[src/rtl/twothree_mult_pkg.sv]
package twothree_mult_pkg;

   // Integer power of three, evaluated at elaboration.
   function automatic longint pow3(input int e);
      longint r;
      r = 1;
      for (int k = 0; k < e; k++) r = r * 3;
      return r;
   endfunction

   // Number of nodes left after l halving levels of an n-leaf tree.
   function automatic int lvl_cnt(input int n, input int l);
      int c;
      c = n;
      for (int k = 0; k < l; k++) c = (c + 1) / 2;
      return c;
   endfunction

   // Bits needed to hold value v.
   function automatic int bits_for(input longint v);
      int b;
      b = 0;
      while ((longint'(1) << b) <= v) b++;
      return b;
   endfunction

endpackage

[src/rtl/pair_term.sv]
module pair_term
   import twothree_mult_pkg::*;
#(
   parameter int EXP_W = 2,
   parameter int TBL_W = 12,
   parameter int ACC_W = 16
)(
   input  logic [EXP_W-1:0] a_b,
   input  logic [EXP_W-1:0] a_t,
   input  logic [EXP_W-1:0] b_b,
   input  logic [EXP_W-1:0] b_t,
   input  logic             en,
   output logic [ACC_W-1:0] term
);
   localparam int SUM_W = EXP_W + 1;
   localparam int TBL_D = 1 << SUM_W;

   logic [SUM_W-1:0] bsum;
   logic [SUM_W-1:0] tsum;
   logic [TBL_W-1:0] p3_tbl [TBL_D];

   // Power-of-three table, one entry per possible exponent sum.
   for (genvar e = 0; e < TBL_D; e++) begin : g_tbl
      localparam longint P = pow3(e);
      assign p3_tbl[e] = TBL_W'(P);
   end

   assign bsum = SUM_W'(a_b) + SUM_W'(b_b);
   assign tsum = SUM_W'(a_t) + SUM_W'(b_t);

   always_comb begin
      if (en) term = ACC_W'(p3_tbl[tsum]) << bsum;
      else    term = '0;
   end
endmodule

[src/rtl/term_sum_tree.sv]
module term_sum_tree
   import twothree_mult_pkg::*;
#(
   parameter int N_LEAF = 25,
   parameter int ACC_W  = 16
)(
   input  logic             clk,
   input  logic             rst_n,
   input  logic             leaf_v,
   input  logic [ACC_W-1:0] leaf [N_LEAF],
   output logic             sum_v,
   output logic [ACC_W-1:0] sum
);
   localparam int DEPTH = $clog2(N_LEAF);

   if (N_LEAF < 2) begin : g_bad_leaf
      $error("term_sum_tree needs at least two leaves");
   end

   for (genvar lv = 0; lv < DEPTH; lv++) begin : g_lvl
      localparam int NI = lvl_cnt(N_LEAF, lv);
      localparam int NO = lvl_cnt(N_LEAF, lv + 1);

      logic [ACC_W-1:0] d [NI];
      logic             dv;
      logic [ACC_W-1:0] q [NO];
      logic             v;

      if (lv == 0) begin : g_src
         assign d  = leaf;
         assign dv = leaf_v;
      end else begin : g_src
         assign d  = g_lvl[lv-1].q;
         assign dv = g_lvl[lv-1].v;
      end

      always_ff @(posedge clk or negedge rst_n) begin
         if (!rst_n) v <= 1'b0;
         else        v <= dv;
      end

      for (genvar k = 0; k < NO; k++) begin : g_node
         if (2 * k + 1 < NI) begin : g_add
            always_ff @(posedge clk or negedge rst_n) begin
               if (!rst_n)  q[k] <= '0;
               else if (dv) q[k] <= d[2*k] + d[2*k+1];
            end
         end else begin : g_pass
            always_ff @(posedge clk or negedge rst_n) begin
               if (!rst_n)  q[k] <= '0;
               else if (dv) q[k] <= d[2*k];
            end
         end
      end
   end

   assign sum   = g_lvl[DEPTH-1].q[0];
   assign sum_v = g_lvl[DEPTH-1].v;
endmodule

[src/rtl/twothree_term_mult.sv]
module twothree_term_mult
   import twothree_mult_pkg::*;
#(
   parameter int TERMS = 5,
   parameter int EXP_W = 2,
   parameter int TBL_W = 12,
   parameter int ACC_W = 16
)(
   input  logic                   clk,
   input  logic                   rst_n,
   input  logic                   in_valid,
   input  logic [TERMS*EXP_W-1:0] a_bexp,
   input  logic [TERMS*EXP_W-1:0] a_texp,
   input  logic [TERMS-1:0]       a_en,
   input  logic [TERMS*EXP_W-1:0] b_bexp,
   input  logic [TERMS*EXP_W-1:0] b_texp,
   input  logic [TERMS-1:0]       b_en,
   output logic                   out_valid,
   output logic [ACC_W-1:0]       product
);
   localparam int  N_LEAF  = TERMS * TERMS;
   localparam int  EXP_MAX = (1 << EXP_W) - 1;
   localparam longint P3_TOP = pow3(2 * EXP_MAX);

   if (TBL_W < bits_for(P3_TOP)) begin : g_bad_tbl
      $error("TBL_W too narrow for the largest power of three");
   end
   if (ACC_W < TBL_W) begin : g_bad_acc
      $error("ACC_W must be at least TBL_W");
   end
   if (TERMS < 2) begin : g_bad_terms
      $error("TERMS must be at least 2");
   end

   logic [ACC_W-1:0] term_c [N_LEAF];
   logic [ACC_W-1:0] term_q [N_LEAF];
   logic             term_v;

   for (genvar p = 0; p < TERMS; p++) begin : g_a
      for (genvar q = 0; q < TERMS; q++) begin : g_b
         pair_term #(
            .EXP_W (EXP_W),
            .TBL_W (TBL_W),
            .ACC_W (ACC_W)
         ) u_term (
            .a_b  (a_bexp[p*EXP_W +: EXP_W]),
            .a_t  (a_texp[p*EXP_W +: EXP_W]),
            .b_b  (b_bexp[q*EXP_W +: EXP_W]),
            .b_t  (b_texp[q*EXP_W +: EXP_W]),
            .en   (a_en[p] & b_en[q]),
            .term (term_c[p*TERMS+q])
         );

         always_ff @(posedge clk or negedge rst_n) begin
            if (!rst_n)        term_q[p*TERMS+q] <= '0;
            else if (in_valid) term_q[p*TERMS+q] <= term_c[p*TERMS+q];
         end
      end
   end

   always_ff @(posedge clk or negedge rst_n) begin
      if (!rst_n) term_v <= 1'b0;
      else        term_v <= in_valid;
   end

   term_sum_tree #(
      .N_LEAF (N_LEAF),
      .ACC_W  (ACC_W)
   ) u_tree (
      .clk    (clk),
      .rst_n  (rst_n),
      .leaf_v (term_v),
      .leaf   (term_q),
      .sum_v  (out_valid),
      .sum    (product)
   );
endmodule

[config.mk]
export PLATFORM = sky130hd
export DESIGN_NAME = twothree_term_mult
export DESIGN_NICKNAME = d
export VERILOG_FILES = /design/src/rtl/twothree_mult_pkg.sv /design/src/rtl/pair_term.sv /design/src/rtl/term_sum_tree.sv /design/src/rtl/twothree_term_mult.sv
export SDC_FILE = /design/constraint.sdc
export NUM_CORES = 2
export LEC_CHECK = 0
export ABC_AREA = 1
export ABC_CLOCK_PERIOD_IN_PS = 1800
export BUFFER_PORTS_ARGS = -buffer_cell sky130_fd_sc_hd__buf_2
export CORE_MARGIN = 2
export CORE_UTILIZATION = 39
export CTS_CLUSTER_SIZE = 16
export DETAILED_ROUTE_END_ITERATION = 8
export SLEW_MARGIN = 0
export SYNTH_ARGS = -nofsm -noshare
export SYNTH_HDL_FRONTEND = slang
export SYNTH_SLANG_ARGS = --single-unit
[constraint.sdc]
create_clock -name clk -period 1.8 [get_ports clk]
set_input_delay 0.18 -clock clk [delete_from_list [all_inputs] [get_ports clk]]
set_output_delay 0.18 -clock clk [all_outputs]
set_load 0.005 [all_outputs]
==> flow_metrics.tcl <==
set metrics [dict create \
    status "complete, but fails checks" \
    violations "setup timing" \
    synth_top_area_cell "dfrtp_1" \
    core_um2 156000 \
    wire_per_inst_um 15.8 \
    syn-cell-area_um2 61300 \
    drc_errors 0 \
    drtIter0Drc 3973 \
    antenna_found_initial 4 \
    power_leakage_nw 41.8 \
    die_w_um 401 \
    clock_sinks 838 \
    worstSetupPathType "reg -> reg" \
    synth_area_leaders "dfrtp_1 34%, nand2_1 21%, ha_1 8.4%, inv_1 7.5%, nand3_1 4.9%" \
    chipHeight_um 401 \
    syn_to_final_growth_pct 25.5 \
    critical-path-max-stage-delay_ns 0.40 \
    synth_common_cells "3488 x nand2_1, 1221 x inv_1, 838 x dfrtp_1" \
    io_pins 70 \
    max-vdd-ir-drop_v 0.000770 \
    netlist_instances 8968 \
    clock_path_buffers 3 \
    drt_first_pass_iters 6 \
    ys.flop_type "dfrtp_1" \
    synthDistinctLibCells 41 \
    die_area_um2 160000 \
    slew_headroom_pct 46.8 \
    routed_wl_mm 187 \
    track_usage_pct 22.8 \
    cp_num_buf_inv 0 \
    end_kind "register" \
    use_met3_pct 2.41 \
    fin_nets 10264 \
    drive_gt1_share_pct 17.7 \
    ys_seq_elements 838 \
    cts-buffers-inserted 99 \
    yosys_warnings 0 \
    grt_pass1_wl_mm 299 \
    overflow 0 \
    row_count 145 \
    insertion_delay_ns 0.72 \
    gp_congestion 0.892 \
    hold_viol 0 \
    setup_ws_ns -0.0687 \
    max_clock_freq_mhz 535 \
    n_antenna_cell 0 \
    ant_nets 0 \
    synth.avg_cell_area_um2 6.84 \
    rsz0062_at_grt "true" \
    async_reset_ff_share_pct 100 \
    path_cells "ha_2 -> fa_2 -> nand2_2 -> nand2_2 -> and2_4 -> nand2_4 -> nand2_4 -> xor2_4 -> nand2_1 -> nand2_1" \
    grt.busiest_layer "met2" \
    cts.reportedPaths.clkPinSlew_ns 0.06 \
    period_share_pct 104 \
    crit_family "simple AND/OR/NAND/NOR gates" \
    drv_slew 0 \
    final.min_clock_period_ns 1.87 \
    hpwl_mm 146 \
    synth_most_common_cell "nand2_1" \
    hold_class "in -> reg" \
    tightestPinTransition_ns 0.795 \
    setup_violations 6 \
    start_kind "register" \
    clock_skew_ns 0.0330 \
    fin_util_pct 49.3 \
    critPathArrivalTime_ns 2.50 \
    io_buffer_count 69 \
    synth_edf_count 0 \
    grt_use_met2_pct 37.5 \
    met1_usage_pct 31.5 \
    required_ns 2.43 \
    crit_path_top_delay_cell "dfrtp_1" \
    start_util_pct 39.3 \
    htreeDepth 3 \
    routed_via_density 4.97 \
    yosysSeqAreaShare_pct 34.2 \
    cap_violations 0 \
    cts_tree "built" \
    p_per_area_nw_per_um2 940 \
    syn_nets 9505 \
    vias 59025 \
    synth_top_area_share_pct 34.2 \
    grt_max_degree 85 \
    grt_pass1_vias 55812 \
    crit_path_max_fanout 3 \
    ctsRootBufferMaster "clkbuf_16" \
    hold_ws_ns 0.0888 \
]
==> worst register-to-register path, cell delays in order (launching register included) <==
cell,delay [ns]
dfrtp_1,0.40
ha_2,0.21
fa_2,0.35
nand2_2,0.09
nand2_2,0.06
and2_4,0.16
nand2_4,0.06
nand2_4,0.06
xor2_4,0.24
nand2_1,0.09
nand2_1,0.07
==> power breakdown <==
| part | internal, mW | switching (mW) | total, mW |
|---|---|---|---|
| clock network | 12.7 | 8.53 | 21.2 |
| registers | 21.7 | 2.82 | 24.5 |
| logic | 11.4 | 15.2 | 26.6 |
==> logic make-up (layout without fill, tap and decap cells) <==
logic type | Yosys count | count (layout) | share of synthesized area (%)
multiplexers | 1 | 1 | 0.0163
buffers and inverters | 1459 | 2299 | 9.06
AND/OR/NAND/NOR | 4860 | 4860 | 32.6
flip-flops | 838 | 838 | 34.2
adder cells (fa/ha/maj) | 484 | 484 | 10.8
AO/OA/AOI/OAI | 1173 | 1173 | 11.2
XOR/XNOR | 153 | 153 | 2.18
==> cell type report <==
type                    count  area, um2
fillers                 15342      79200
inverters                1246       4690
repair buffers            871       7260
multi-input cells        6671      38000
well taps                2058       2570
flip-flops and latches    838      21000
clock buffers             128       2830
clock inverters            54        621
==> state kept, by name, indices dropped and copies added, names as in the netlist <==
name and cells:
term_v 1, u_tree.sum_v 1, u_tree.g_lvl.v 4, u_tree.sum 16, u_tree.g_lvl.q 416, term_q 400
==> layout by cell type (no fill, tap or decap), drive strengths merged, types with 53 or more instances in the layout <==
cell and n:
nor2 512, fa 74, clkbuf 128, nand3 611, a22oi 111, inv 1250
a22o 77, xnor2 132, o211ai 106, dfrtp 838, nand3b 53, nor3 78
a21oi 272, buf 864, o21ai 540, ha 410, nand2 3489
==> metrics by stage <==
stage | cells | instance area [um2] | TNS [ns] | power, mW | worst slack (ns)
global placement | 11611 | 69700 | -116.66 | 48.1 | -0.500
global route | 11866 | 77000 | -2.24 | 77.2 | -0.0939
finish | 11866 | 77000 | -0.186 | 72.4 | -0.0687
detailed placement | 11611 | 69700 | -124.61 | 48.3 | -0.504
floorplan | 8968 | 61300 | 0 | 38.8 | 0.0124
CTS | 11837 | 74000 | -0.238 | 70.4 | -0.0652
==> timing repair <==
action | 4_1_cts | 5_1_grt
gates cloned | 0 | 0
pin swaps | 42 | 123
resized for setup | 141 | 528
endpoints found under the hold margin | 864 | 0
buffers inserted | 39 | 33
hold buffers | 7 | 0
endpoints found under the setup margin | 122 | 234
==> routing by layer <==
layer | vias up | wire length [um] | part of all wire [%]
li1 | 30206 | - | -
met1 | 27515 | 88300 | 47
met2 | 1050 | 86000 | 46
met3 | 244 | 7130 | 3.8
met4 | 10 | 5760 | 3.1
met5 | - | 64 | 0.034
==> worst paths after layout <==
| check | startpoint | cells after the start | end | slack [ns] |
|---|---|---|---|---|
| worst max-delay path | u_tree.g_lvl[1].q[48] | 10 | u_tree.g_lvl[2].q[40] | -0.07 |
| worst max register to register | u_tree.g_lvl[1].q[48] | 10 | u_tree.g_lvl[2].q[40] | -0.07 |
| min in group asynchronous | rst_n | 3 | u_tree.g_lvl[1].q[74] | 0.22 |
| max in group asynchronous | rst_n | 3 | term_q[84] | 0.38 |
| worst min-delay path | b_en[4] | 5 | term_q[334] | 0.09 |
| worst min register to register | u_tree.sum[1] | 2 | u_tree.sum[1] | 0.47 |
No activity file was read; power rests on OpenSTA's default activity.
